--- config.mk ---
export PLATFORM = sky130hd
export DESIGN_NAME = bus_write_serializer
export DESIGN_NICKNAME = d
export VERILOG_FILES = /design/src/rtl/bws_pkg.sv /design/src/rtl/bws_capture.sv /design/src/rtl/bws_tx.sv /design/src/rtl/bus_write_serializer.sv
export SDC_FILE = /design/constraint.sdc
export NUM_CORES = 1
export LEC_CHECK = 0
export BUFFER_PORTS_ARGS = -buffer_cell sky130_fd_sc_hd__buf_2
export CAP_MARGIN = 20
export CORE_ASPECT_RATIO = 1.1
export CORE_MARGIN = 1.5
export CORE_UTILIZATION = 53
export CTS_CLUSTER_SIZE = 20
export DETAILED_ROUTE_END_ITERATION = 16
export PLACE_DENSITY = 0.71
export RECOVER_POWER = 50
export SYNTH_ARGS = -nofsm -noshare
export SYNTH_HDL_FRONTEND = slang
export SYNTH_SLANG_ARGS = --single-unit
--- constraint.sdc ---
create_clock -name clk_i -period 3.5 [get_ports clk_i]
set_input_delay 0.175 -clock clk_i [delete_from_list [all_inputs] [get_ports clk_i]]
set_output_delay 0.175 -clock clk_i [all_outputs]
set_load 0.01 [all_outputs]
--- src/rtl/bws_pkg.sv ---
package bws_pkg;
  typedef enum logic [1:0] {
    ST_IDLE = 2'd0,
    ST_SEND = 2'd1,
    ST_WAIT = 2'd2
  } tx_state_e;
endpackage

--- src/rtl/bws_capture.sv ---
module bws_capture #(
  parameter int DATA_W = 8,
  parameter int SYNC_N = 2
) (
  input  logic              clk_i,
  input  logic              rst_ni,
  input  logic              en_i,
  input  logic              rs_i,
  input  logic              rw_i,
  input  logic [DATA_W-1:0] data_i,
  output logic              wr_vld_o,
  output logic              wr_rs_o,
  output logic [DATA_W-1:0] wr_data_o
);
  localparam int W    = DATA_W + 3;
  localparam int B_EN = W - 1;
  localparam int B_RS = W - 2;
  localparam int B_RW = W - 3;

  logic [W-1:0]             in_w;
  logic [SYNC_N:0][W-1:0]   stg_q;  // [SYNC_N-1] synchronized, [SYNC_N] one older
  logic                     fall_w;
  logic                     vld_q, rs_q;
  logic [DATA_W-1:0]        data_q;

  assign in_w = {en_i, rs_i, rw_i, data_i};

  always_ff @(posedge clk_i or negedge rst_ni) begin
    if (!rst_ni) stg_q <= '0;
    else         stg_q <= {stg_q[SYNC_N-1:0], in_w};
  end

  // older stage still holds the values from while enable was high
  assign fall_w = stg_q[SYNC_N][B_EN] & ~stg_q[SYNC_N-1][B_EN];

  always_ff @(posedge clk_i or negedge rst_ni) begin
    if (!rst_ni) begin
      vld_q  <= 1'b0;
      rs_q   <= 1'b0;
      data_q <= '0;
    end else begin
      vld_q <= fall_w & ~stg_q[SYNC_N][B_RW];
      if (fall_w) begin
        rs_q   <= stg_q[SYNC_N][B_RS];
        data_q <= stg_q[SYNC_N][DATA_W-1:0];
      end
    end
  end

  assign wr_vld_o  = vld_q;
  assign wr_rs_o   = rs_q;
  assign wr_data_o = data_q;

  // one strobe fall yields a single-cycle capture pulse
  p_one_pulse_r1: assert property (@(posedge clk_i) disable iff (!rst_ni)
    vld_q |=> !vld_q);

  // a capture pulse never follows a read
  p_no_read_r2: assert property (@(posedge clk_i) disable iff (!rst_ni)
    vld_q |-> !$past(stg_q[SYNC_N][B_RW]));
endmodule

--- src/rtl/bws_tx.sv ---
module bws_tx
  import bws_pkg::*;
#(
  parameter int DATA_W       = 8,
  parameter int DIV          = 8,
  parameter int TIMEOUT_BITS = 64,
  parameter int MAX_TRIES    = 3
) (
  input  logic              clk_i,
  input  logic              rst_ni,
  input  logic              wr_vld_i,
  input  logic              wr_rs_i,
  input  logic [DATA_W-1:0] wr_data_i,
  input  logic              ack_vld_i,
  input  logic              ack_ok_i,
  input  logic              clr_i,
  output logic              ser_clk_o,
  output logic              ser_dat_o,
  output logic              busy_o,
  output logic              err_o,
  output logic              ovr_o
);
  localparam int FRAME_W = DATA_W + 2;  // start, rs, data; parity follows
  localparam int CNT_W   = $clog2(DIV);
  localparam int BIT_W   = $clog2(FRAME_W + 1);
  localparam int TO_CYC  = TIMEOUT_BITS * DIV;
  localparam int TO_W    = $clog2(TO_CYC);
  localparam int TRY_W   = $clog2(MAX_TRIES + 1);

  tx_state_e          state_q;
  logic [FRAME_W-1:0] hold_q, shift_q;
  logic               par_q, err_q, ovr_q;
  logic [CNT_W-1:0]   div_q;
  logic [BIT_W-1:0]   bit_q;
  logic [TO_W-1:0]    to_q;
  logic [TRY_W-1:0]   tries_q;

  always_ff @(posedge clk_i or negedge rst_ni) begin
    if (!rst_ni) begin
      state_q <= ST_IDLE;
      hold_q  <= '0;
      shift_q <= '0;
      par_q   <= 1'b0;
      div_q   <= '0;
      bit_q   <= '0;
      to_q    <= '0;
      tries_q <= '0;
      err_q   <= 1'b0;
      ovr_q   <= 1'b0;
    end else begin
      if (clr_i) begin
        err_q <= 1'b0;
        ovr_q <= 1'b0;
      end
      if (wr_vld_i && state_q != ST_IDLE) ovr_q <= 1'b1;
      unique case (state_q)
        ST_IDLE: if (wr_vld_i) begin
          hold_q  <= {1'b1, wr_rs_i, wr_data_i};
          shift_q <= {1'b1, wr_rs_i, wr_data_i};
          par_q   <= 1'b0;
          div_q   <= '0;
          bit_q   <= '0;
          state_q <= ST_SEND;
        end
        ST_SEND: begin
          if (div_q == CNT_W'(DIV - 1)) begin
            div_q <= '0;
            if (bit_q == BIT_W'(FRAME_W)) begin
              to_q    <= '0;
              state_q <= ST_WAIT;
            end else begin
              // parity toggles on each 1 after the start bit
              if (bit_q != '0 && shift_q[FRAME_W-1]) par_q <= ~par_q;
              shift_q <= shift_q << 1;
              bit_q   <= bit_q + 1'b1;
            end
          end else begin
            div_q <= div_q + 1'b1;
          end
        end
        ST_WAIT: begin
          to_q <= to_q + 1'b1;
          if (ack_vld_i && ack_ok_i) begin
            tries_q <= '0;
            state_q <= ST_IDLE;
          end else if (ack_vld_i || to_q == TO_W'(TO_CYC - 1)) begin
            if (tries_q == TRY_W'(MAX_TRIES - 1)) begin
              err_q   <= 1'b1;
              tries_q <= '0;
              state_q <= ST_IDLE;
            end else begin
              tries_q <= tries_q + 1'b1;
              shift_q <= hold_q;
              par_q   <= 1'b0;
              div_q   <= '0;
              bit_q   <= '0;
              state_q <= ST_SEND;
            end
          end
        end
        default: state_q <= ST_IDLE;
      endcase
    end
  end

  assign ser_clk_o = (state_q == ST_SEND) && (div_q >= CNT_W'(DIV / 2));
  assign ser_dat_o = (state_q == ST_SEND) &&
                     ((bit_q == BIT_W'(FRAME_W)) ? par_q : shift_q[FRAME_W-1]);
  assign busy_o    = (state_q != ST_IDLE);
  assign err_o     = err_q;
  assign ovr_o     = ovr_q;

  // a frame in progress is never cut short by a response
  p_send_not_aborted_r9: assert property (@(posedge clk_i) disable iff (!rst_ni)
    (state_q == ST_SEND) |=> (state_q != ST_IDLE));

  // a negative response with tries left reloads the held frame
  p_retry_reload_r5: assert property (@(posedge clk_i) disable iff (!rst_ni)
    (state_q == ST_WAIT && ack_vld_i && !ack_ok_i && tries_q < TRY_W'(MAX_TRIES - 1))
    |=> (state_q == ST_SEND && shift_q == hold_q && bit_q == '0));

  // the held frame is untouched while a transfer is open
  p_hold_stable_r5: assert property (@(posedge clk_i) disable iff (!rst_ni)
    (state_q != ST_IDLE) |=> $stable(hold_q));

  // the error flag rises only out of the wait for a response
  p_err_from_wait_r7: assert property (@(posedge clk_i) disable iff (!rst_ni)
    $rose(err_q) |-> $past(state_q == ST_WAIT));

  // the attempt count stays within its limit
  p_tries_bound_r7: assert property (@(posedge clk_i) disable iff (!rst_ni)
    tries_q <= TRY_W'(MAX_TRIES - 1));

  // overrun rises only on a write taken while busy
  p_ovr_cause_r8: assert property (@(posedge clk_i) disable iff (!rst_ni)
    $rose(ovr_q) |-> $past(wr_vld_i && state_q != ST_IDLE));
endmodule

--- src/rtl/bus_write_serializer.sv ---
module bus_write_serializer #(
  parameter int DATA_W       = 8,
  parameter int DIV          = 8,
  parameter int TIMEOUT_BITS = 64,
  parameter int MAX_TRIES    = 3,
  parameter int SYNC_N       = 2
) (
  input  logic              clk_i,
  input  logic              rst_ni,
  input  logic              bus_en_i,
  input  logic              bus_rs_i,
  input  logic              bus_rw_i,
  input  logic [DATA_W-1:0] bus_data_i,
  input  logic              ack_valid_i,
  input  logic              ack_ok_i,
  input  logic              err_clr_i,
  output logic              ser_clk_o,
  output logic              ser_dat_o,
  output logic              busy_o,
  output logic              err_o,
  output logic              overrun_o
);
  logic              wr_vld, wr_rs;
  logic [DATA_W-1:0] wr_data;

  bws_capture #(.DATA_W(DATA_W), .SYNC_N(SYNC_N)) u_cap (
    .clk_i     (clk_i),
    .rst_ni    (rst_ni),
    .en_i      (bus_en_i),
    .rs_i      (bus_rs_i),
    .rw_i      (bus_rw_i),
    .data_i    (bus_data_i),
    .wr_vld_o  (wr_vld),
    .wr_rs_o   (wr_rs),
    .wr_data_o (wr_data)
  );

  bws_tx #(
    .DATA_W(DATA_W), .DIV(DIV), .TIMEOUT_BITS(TIMEOUT_BITS), .MAX_TRIES(MAX_TRIES)
  ) u_tx (
    .clk_i     (clk_i),
    .rst_ni    (rst_ni),
    .wr_vld_i  (wr_vld),
    .wr_rs_i   (wr_rs),
    .wr_data_i (wr_data),
    .ack_vld_i (ack_valid_i),
    .ack_ok_i  (ack_ok_i),
    .clr_i     (err_clr_i),
    .ser_clk_o (ser_clk_o),
    .ser_dat_o (ser_dat_o),
    .busy_o    (busy_o),
    .err_o     (err_o),
    .ovr_o     (overrun_o)
  );
endmodule

# ---- Word-level counts from Yosys, hierarchy flattened
# Index checks and enable logic that the tools add are counted.
dict set report word_totals {
  latch_bits 0
  mem_bits_rw 0
  ff_bits 86
  output_inout_bits 5
  mem_bits_ro 0
  wordCells 110
  mem_count 0
}
dict set report op_classes {
  n_eq_ne 15
  n_lt_le_gt_ge 1
  n_bitwise 5
  shifts 0
  n_reduce_logical 20
  add_sub_neg 4
  div_mod_pow 0
  n_mux 49
  mul 0
}
# op n
set ops {}
lappend ops {{two-way mux 10 bit} 6}
lappend ops {{case mux 10 bit (3 select lines)} 1}
lappend ops {{two-way mux 4 bit} 6}
lappend ops {{two-way mux 9 bit} 2}
lappend ops {{case mux 9 bit (2 select lines)} 1}
lappend ops {{two-way mux 1 bit} 16}
lappend ops {{two-way mux 2 bit} 8}
lappend ops {{two-way mux 3 bit} 5}
lappend ops {{case mux 4 bit (3 select lines)} 1}
lappend ops {{adder 9 x 1 -> 9 bit, second input constant} 1}
lappend ops {{== test 9 bit, second input constant} 1}
lappend ops {{case mux 3 bit (3 select lines)} 1}
lappend ops {{inequality test 2 x 1 -> 1 bit, second input constant} 4}
lappend ops {{inequality test 2 bit, second input constant} 4}
lappend ops {{AND reduction 8 bit} 1}
lappend ops {{nonzero test 2 bit} 4}
lappend ops {{AND reduction 7 bit} 1}
lappend ops {{case mux 2 bit (3 select lines)} 1}
lappend ops {{logical AND 1 bit} 5}
lappend ops {{AND reduction 5 bit} 1}
lappend ops {{adder 4 x 1 -> 4 bit, second input constant} 1}
lappend ops {{== test 2 bit, second input constant} 2}
lappend ops {{== test 4 bit, second input constant} 1}
lappend ops {{AND reduction 2 bit} 2}
lappend ops {{15 further kinds} 18}

# ---- Longest topological paths before layout
# Gate-level depths: netlist of run 1.
dict set report logic_depth {
  ltp_word 6
  depth_mapped 10
}

# ---- Cells and area by module
# From an unflattened synthesis of run 1, not the netlist that was laid out.
dict set report unflattened {
  hier_cells 300
  area_unflattened_um2 3739.8
}
# module area_each_um2 cells_each n_inst
set modules_own_cells {}
lappend modules_own_cells {bws_tx 2488.6 245 1}
lappend modules_own_cells {bws_capture 1251.2 55 1}

# ---- Worst setup path after synthesis of run 1
# No wires, ideal clock.
dict set report synth_timing {
  path_kind {reg-to-reg}
  startpoint {register u_tx.to_q[0]}
  endpoint {register u_tx.shift_q[3]}
  setup_time_ns 0.125
  t_arrival_ns 2.385
  n_path_buf 1
  stages_incl_launch_ff 11
  setup_slack_ns 0.990
  cell_sequence {dfrtp_1 > ha_1 > and3_1 > and3_1 > and3_1 > ha_1 > or2_2 > a21oi_4 > nor3_4 > buf_12 > mux2_4}
}
dict set report synth_between {
  elab_chain_len 4
}
# element line_no
set synth_lines {}
lappend synth_lines {{start: declaration} bws_tx.sv:35} ;# logic [TO_W-1:0] to_q;
lappend synth_lines {{start signal: assignment} bws_tx.sv:82} ;# to_q <= to_q + 1'b1;
lappend synth_lines {{== test 9 bit} bws_tx.sv:86} ;# end else if (ack_vld_i || to_q == TO_W'(TO_CYC - 1)) begin
lappend synth_lines {{logical OR 1 bit} bws_tx.sv:86}
lappend synth_lines {{inequality test 2 x 1 -> 1 bit (no line)} n/a}
lappend synth_lines {{AND reduction 7 bit (no line)} n/a}
lappend synth_lines {{end signal: assignment} bws_tx.sv:59} ;# shift_q <= {1'b1, wr_rs_i, wr_data_i};
lappend synth_lines {{end signal: assignment} bws_tx.sv:74} ;# shift_q <= shift_q << 1;
lappend synth_lines {{end signal: assignment} bws_tx.sv:93} ;# shift_q <= hold_q;
lappend synth_lines {{end: declaration} bws_tx.sv:31} ;# logic [FRAME_W-1:0] hold_q, shift_q;
# No other way between the ends.
# A chain may end at the register's enable or synchronous reset.

# ---- Final worst setup path of run 1
dict set report layout_timing {
  startpoint {register u_tx.to_q[1]}
  endpoint {register u_tx.shift_q[1]}
}
# The elaborated chain is that of the path after synthesis.

==> metrics.md, run 1 <==
| Metric | Value |
|---|---|
| Hold/Removal Path Class | primary input to register |
| Sequential fraction of the synthesis area | 60.8% |
| Routed length per instance | 14.3 um |
| CTS Root Cell | clkbuf_8 |
| Hpwl dp | 3510 um |
| CTS tree | built |
| Number of synthesized flops with an enable pin | 0 |
| Critical path, cell by cell | ha_1 > and3_1 > and3_1 > and3_1 > ha_1 > or2_2 > a21oi_4 > nor3_4 > mux2_2 |
| Die Width | 80.9 um |
| Syn nets | 306 |
| Final core occ | between 60% and 70% |
| Largest area contributor in the netlist | dfrtp_1 |
| Initial antenna violation count | 0 |
| Routability cong. | 0.810 |
| Tot Pwr | 3240 uW |
| Fin nets | 342 |
| CP max stage cell | nor3_4 |
| Avg Cell Area, Syn | 12.7 sq um |
| Vias in the first global route | roughly 2200 |
| Pin count of the biggest net entering global routing | a little under 90 |
| Crit path arrival time | 2.95 ns |
| Top post-synthesis cells by area | dfrtp_1, mux2_2, ha_1 |
| Share of cells above drive strength 1 | 23.5% |
| Top-area cell type share of the netlist area | 60.8% |
| Worst reg2reg setup slack | 0.78 ns |
| Io pins | 21 |
| Die area | 7180 sq um |
| Number of vias per cell | ~5.3 |
| Yosys Warn Count | 0 |
| First-pass detailed-route iteration total | 4 |
| Reg-to-Reg Start | u_tx.to_q[1]$_DFFE_PN0P_ |
| Synth async-reset ratio | 100% |
| Mapped Cells | between 200 and 300 |
| Yosys reg bits | 86 |
| Final hold vios | 0 |
| Critical path launch point | u_tx.to_q[1]$_DFFE_PN0P_ |
| DRT Wirelength | 5720 um |
| Clk_skew | about 0.011 ns |
| Grt ovf | 0 |
| Combinational power share | 33.1% |
| CTS Buf Count | 9 |
| CTS Sinks | 86 |
| Leakage power | 0.00186 uW |
| First-pass GRT wire length | 9970 um |
| Mapped cell area | 3540 sq um |
| Port bufs | 20 |
| Site Rows | 31 |
| Unique masters post-synth | 42 |
| DRT iter0 DRCs | between 50 and 60 |
| Core area | roughly 6500 sq um |
| # DRC | 0 |
| Area growth, synth to finish | 15.2% |
| Setup CP Type | register to register |
| Final Critical Period | 2.72 ns |
| Initial Util | 54.3% |
| CP dominant cell by count | and3_1 |
| Internal cell power | 2190 uW |
| RSZ-0062 raised after global routing | no |
| Most common cell in the netlist | dfrtp_1 |
| CTS H-tree lvls | 3 |
| HP Start | err_clr_i |
| Period utilisation layout | 77.8% |
| Max-cap violations | 0 |
| Placed cell area | 3700 sq um |
| Largest delay contributor family on the critical path | simple AND/OR/NAND/NOR gates |
| Diode count | 0 |
| Slew HR | between 10% and 20% |
| CP bufs+invs | 0 |
| Clock network power share | between 20 and 25% |
| Ys flop type | dfrtp_1 |
| Power per cell area | 794 nW/um^2 |
| Top cells by count, synth | dfrtp_1, mux2_2, nand2_1, o21ai_0 |
| Worst-skew pair later-pin latency | between 0.3 and 0.4 ns |
| CP Launch Type | register |
| DRT antenna net count | 0 |
| Total GRT Usage | a little under a fifth |
| Clock transition at path regs | approximately 0.090 ns |
| Highest Clock Rate | roughly 370 MHz |
| Final setup TNS | 0 ns |
| Worst slew pin tran | 1.30 ns |
| CP Capture Type | register |
| NetSw | roughly 1000 uW |
| Slew Viols, Final | 0 |
| Share of power burned in registers | 42.6% |
| Routed vias | 2145 |
| Die H | 88.7 um |
| Max Fanout on Critical Path | 11 |
| Critical Path RT | approximately 3.7 ns |
| Final setup viols | 0 |
| Worst-case vdd ir drop | 0.378 mV |
| Final instance area | 4080 sq um |
| Max Root-Sink Buffers | 2 |
| CP peak stage delay | 0.59 ns |
| Status | completed |
| Sw frac | between 30% and 40% |
==> layout make-up <==
cell class	instances	area, sq um
Sequential cell	86	2150
Fill cell	516	2440
Inverter	13	48.8
Clock inverter	6	92.6
Tap cell	82	103
Clock buffer	10	138
Timing Repair Buffer	35	262
Multi-Input combinational cell	169	1280
==> metal layers <==
| metal | track usage [%] | part of all wire, % |
|---|---|---|
| met1 | 24.6 | 47 |
| met2 | 29.1 | 49 |
| met3 | 6.19 | 3.0 |
| met4 | 6.43 | 0.79 |
| met5 | 0 | 0 |
==> cell usage in the layout (no fill, tap or decap), types with 3 or more instances in the layout <==
master,n
clkbuf_8,10
nor2_1,14
and3_1,5
nand2_1,20
a21oi_1,14
ha_1,12
nor2b_1,4
o21ai_0,18
buf_2,19
mux2_2,22
dlygate4sd3_1,12
inv_1,12
mux2_4,7
nand3_1,6
mux2i_1,3
a22o_1,3
a22oi_1,9
o41ai_1,3
nand3b_1,5
dfrtp_1,86
==> state kept, by name, summed over array words and instances (netlist names), 2 cells and up <==
signal and flops:
u_tx.bit_q 4, u_tx.hold_q 10, u_tx.shift_q 10, u_tx.to_q 9, u_cap.stg_q 33, u_cap.wr_data_o 8
u_tx.state_q 2, u_tx.div_q 3, u_tx.tries_q 2
==> worst reg2reg max path: cells and delay by family (launching register included) <==
family / cells / cell delay, ns
simple gates: 5 / 1.31
compound gates: 1 / 0.09
mux: 1 / 0.41
flops: 1 / 0.42
fa+ha+maj: 2 / 0.37
==> cells by family (layout without fill, tap and decap cells) <==
kind of cell | after synthesis | count (layout) | share of synthesized area (%)
DFF | 86 | 86 | 60.8
AOI/OAI and AO/OA | 60 | 60 | 11.5
muxes | 32 | 32 | 10.8
adders and majority gates | 12 | 12 | 4.24
buffers and inverters | 23 | 64 | 2.97
and+or+nand+nor | 65 | 65 | 9.72
==> power groups by stage <==
stage	clock (uW)	combinational (uW)	sequential [uW]
final	786	1070	1380
after detailed placement	0	1070	1390
after global placement	0	1030	1380
after CTS	808	1080	1370
after global routing	851	1210	1410
after floorplan	0	894	1350
==> repair_timing <==
item,CTS,global route
setup endpoints to repair,0,0
hold buffers,11,1
endpoints found under the hold margin,11,21
resized for setup,0,0
setup buffers,0,0
==> per-stage QoR <==
| stage | hold slack, ns | instances | setup WS [ns] |
|---|---|---|---|
| finish | 0.109 | 401 | 0.776 |
| global route | 0.0903 | 401 | 0.639 |
| floorplan | -0.121 | 278 | 0.990 |
| detailed placement | 0.284 | 372 | 0.822 |
| global placement | 0.282 | 372 | 0.894 |
| CTS | 0.0423 | 399 | 0.792 |
==> path summary, 6_finish.rpt <==
path | to | depth (start not counted)
worst min-delay path | u_tx.err_o$_DFF_PN0_ | 3
worst max register to register | u_tx.shift_q[1]$_DFFE_PN0P_ | 9
worst min register to register | u_cap.stg_q[19]$_DFF_PN0_ | 0
min in group asynchronous | u_tx.bit_q[2]$_DFFE_PN0P_ | 2
worst max-delay path | u_tx.shift_q[1]$_DFFE_PN0P_ | 9
max in group asynchronous | u_cap.stg_q[21]$_DFF_PN0_ | 3
Power figures use the tool's default switching activity.
==> run 2, diff against run 1 <==
ABC_AREA = 1   (was not set)
clock period = 2.75 ns   (was 3.5 ns; I/O delays follow)
==> run 2 against run 1 <==
Compared with the run above: synthesized area increased by 1.0%; total power increased by 13%; routed wire length decreased by 3.3%; sequential share of layout area increased by 0.24 points; worst hold slack improved by 0.013 ns; sequential power increased by 20%; clock power increased by 9.0%; maximum frequency increased by 18%; non-clock buffer count decreased by 1; die area increased by 0.99%.
==> metrics.md, run 2 <==
| Metric | Value |
|---|---|
| Setup WS pre-CTS | 0.431 ns (-0.391 ns) |
| Worst slew pin tran | 1.30 ns (-0.00756 ns) |
| CTS Sinks | 86 (unchanged) |
| Max Fanout on Critical Path | 25 (+14) |
| CTS Root Cell | clkbuf_8 |
| Max Root-Sink Buffers | 2 (unchanged) |
| Multi-input logic area | 1220 sq um (-4.8%) |
| Fin nets | 420 (+23%) |
| Placed cell area | 3730 sq um (+0.68%) |
| Hpwl dp | 3590 um (+2.2%) |
| Synth async-reset ratio | 100% (unchanged) |
| Critical Path RT | 3.05 ns (-0.67 ns) |
| Avg Cell Area, Syn | 10.1 sq um (-21%) |
| First-pass GRT wire length | 9600 um (-3.7%) |
| CP dominant cell by count | nand2_1 |
| Clk_skew | 0.0129 ns (+0.00182 ns) |
| Top cells by count, synth | nand2_1, dfrtp_1, inv_1, nand3_1, o21ai_0 |
| Most common cell in the netlist | nand2_1 |
| Routed length per instance | 11.5 um (-19%) |
| Number of vias per cell | 4.96 (-7.3%) |
| Routed vias | 2376 (+11%) |
| Status | completed |
| Site Rows | 31 (unchanged) |
| Largest Register | u_cap.stg_q |
| Ys flop type | dfrtp_1 |
| Port bufs | 20 (unchanged) |
| Yosys Warn Count | 0 (unchanged) |
| Clock transition at path regs | 0.10 ns (about the same) |
| Worst-case vdd ir drop | 0.495 mV (+31%) |
| DRT Wirelength | 5530 um (-3.3%) |
| Sequential fraction of the synthesis area | 60.2% (-0.62 points) |
| CTS tree | built |
| Diode count | 0 (unchanged) |
| Largest family of logic cells by synthesized area | simple AND/OR/NAND/NOR gates |
| DRT antenna net count | 0 (unchanged) |
| Commonest non-fill, non-tap cells in the layout | nand2_1, dfrtp_1, inv_1 |
| Grt ovf | 0 (unchanged) |
| Highest Clock Rate | 433 MHz (+18%) |
| Power per cell area | 900 nW/um^2 (+13%) |
| Largest register FFs | 33 (unchanged) |
| Pin count of the biggest net entering global routing | 87 (unchanged) |
| Commonest non-fill, non-tap cell in the layout | nand2_1 |
| Unique masters post-synth | 28 (-33%) |
| Leakage power | 0.00199 uW (+6.8%) |
| Initial antenna violation count | 0 (unchanged) |
| Slew HR | 13.6% (+0.50 points) |
| Area growth, synth to finish | 13.5% |
| CP Launch Type | register |
| CP max stage cell | dfrtp_1 |
| Critical path, cell by cell | ha_1 > nand2_1 > nor3_1 > nand2_1 > nor2_1 > ha_1 > nor2_1 > nand2_1 > nand2_1 > nor2_4 > nand2_4 > inv_1 > nand2_1 > nand2_1 |
| # fillers | 549 (+6.4%) |
| Crit path arrival time | 2.61 ns (-0.34 ns) |
| Io pins | 21 (unchanged) |
| Synth Area in Simple Gates | 17.7% (+8.0 points) |
| Final setup viols | 0 (unchanged) |
| Regs by FF count | u_cap.stg_q: 33 flops, u_tx.hold_q: 10 flops, u_tx.shift_q: 10 flops |
| DRT iter0 DRCs | 106 (+83%) |
| Final core occ | 61.9% (-0.66 points) |
| Period utilisation layout | 84.0% (+6.1 points) |
| Compound-Gate Fraction of Synth Area | 9.10% (-2.4 points) |
| Share of cells above drive strength 1 | 17.6% (-5.9 points) |
| Hold/Removal Path Class | primary input to register |
| Register area | 2150 sq um (unchanged) |
| Multiplexer area fraction after synthesis | 3.15% (-7.7 points) |
| Top post-synthesis cells by area | dfrtp_1, nand2_1, ha_1 |
| Mapped Cells | 354 (+27%) |
| Setup CP Type | register to register |
| Synthesized-area fraction occupied by adder cells | 4.20% (-0.043 points) |
| Die H | 89.2 um (+0.50%) |
| # DRC | 0 (unchanged) |
| Largest delay contributor family on the critical path | simple AND/OR/NAND/NOR gates |
| Die area | 7250 sq um (+0.99%) |
| Finished Layout Cells | 479 (+19%) |
| Vias in the first global route | 2266 (+5.4%) |
| PnR worst setup slack | 0.441 ns (-0.335 ns) |
| Final hold vios | 0 (unchanged) |
| Max-cap violations | 0 (unchanged) |
| Final instance area | 4060 sq um (-0.46%) |
| Cts repair resizes | 0 (unchanged) |
| CP bufs+invs | 1 (+1) |
| Core area | 6560 sq um (+0.60%) |
| Die Width | 81.3 um (+0.49%) |
| Syn nets | 382 (+25%) |
| Number of synthesized flops with an enable pin | 0 (unchanged) |
| Routability cong. | 0.804 (-0.75%) |
| Worst-skew pair later-pin latency | 0.35 ns (about the same) |
| Final setup TNS | 0 ns (unchanged) |
| Yosys reg bits | 86 (unchanged) |
| Final Critical Period | 2.31 ns (-0.415 ns) |
| Initial Util | 54.6% (+0.23 points) |
| Top-area cell type share of the netlist area | 60.2% (-0.62 points) |
| Largest area contributor in the netlist | dfrtp_1 |
| CTS Buf Count | 9 (unchanged) |
| Total GRT Usage | 17.5% (-1.2 points) |
| CTS H-tree lvls | 3 (unchanged) |
| CP Capture Type | register |
| Slew Viols, Final | 0 (unchanged) |
| Post-Synth XOR/XNOR Area | 0% (unchanged) |
| First-pass detailed-route iteration total | 4 (unchanged) |
| CP peak stage delay | 0.39 ns (-0.20 ns) |
| RSZ-0062 raised after global routing | no |
| Mapped cell area | 3580 sq um (+1.0%) |
| Placed cells | 449 (+21%) |
[run 2: cell types whose count changed after synthesis, moves of 5 or more]
| cell | before | now |
|---|---|---|
| mux2_4 | 7 | 0 |
| o21ai_2 | 0 | 13 |
| mux2_2 | 22 | 10 |
| and3_1 | 5 | 0 |
| nand4_1 | 1 | 7 |
| nand2_1 | 20 | 92 |
| nand3_1 | 6 | 22 |
| a22oi_1 | 9 | 0 |
| inv_1 | 12 | 36 |
[run 2: cell type report]
class | count | share of cell area (%)
well taps | 82 | 2.53
inverters | 40 | 3.70
clock buffers | 9 | 3.05
flip-flops and latches | 86 | 53.0
multi-input cells | 221 | 30.1
repair buffers | 34 | 5.83
clock inverters | 7 | 1.79
[run 2: what timing repair did]
item | 4_1_cts | 5_1_grt
setup endpoints to repair | 0 | 0
hold endpoints to repair | 22 | 0
hold buffers | 13 | 0
buffers inserted | 0 | 0
[run 2: logic make-up after synthesis]
| group | after synthesis |
|---|---|
| DFF | 86 |
| adders and majority gates | 12 |
| and+or+nand+nor | 146 |
| muxes | 10 |
| AOI/OAI and AO/OA | 53 |
| buffers and inverters | 47 |
[run 2: tightest hold or removal path: stages]
cell and delay [ns]:
buf_2 0.11, o21ai_0 0.08, o22ai_1 0.10
[run 2: metrics by stage]
stage | hold WS [ns] | power, uW
6_report | 0.122 | 3650
5_1_grt | 0.139 | 3940
4_1_cts | 0.108 | 3700
3_5_place_dp | 0.247 | 2820
3_3_place_gp | 0.245 | 2770
2_1_floorplan | -0.158 | 2600
[run 2: worst paths after layout]
kind / start / cells past startpoint / slack, ns / endpoint
min in group asynchronous: rst_ni / 2 / 0.59 / u_tx.tries_q[1]$_DFFE_PN0P_
max in group asynchronous: rst_ni / 3 / 0.61 / u_cap.stg_q[16]$_DFF_PN0_
hold reg to reg: u_cap.stg_q[16]$_DFF_PN0_ / 0 / 0.35 / u_cap.stg_q[27]$_DFF_PN0_
setup reg to reg: u_tx.to_q[0]$_DFFE_PN0P_ / 14 / 0.44 / u_tx.shift_q[0]$_DFFE_PN0P_
hold / removal: ack_valid_i / 3 / 0.12 / u_tx.err_o$_DFF_PN0_
setup / recovery: u_tx.to_q[0]$_DFFE_PN0P_ / 14 / 0.44 / u_tx.shift_q[0]$_DFFE_PN0P_
[run 2: metal layers]
metal | part of all wire [%] | GRT usage [%] | vias to the layer above
met2 | 47 | 28.5 | 27
met4 | 2.4 | 10.3 | 0
met1 | 48 | 21.9 | 1118
met5 | 0 | 0 | -
li1 | - | - | 1221
met3 | 2.1 | 3.06 | 10
[run 2: power breakdown]
part	leakage, uW	internal [uW]	total, uW	switching, uW
Clock	0.0000974	358	857	499
Sequential	0.00105	1510	1650	141
Combinational	0.000836	390	1150	759
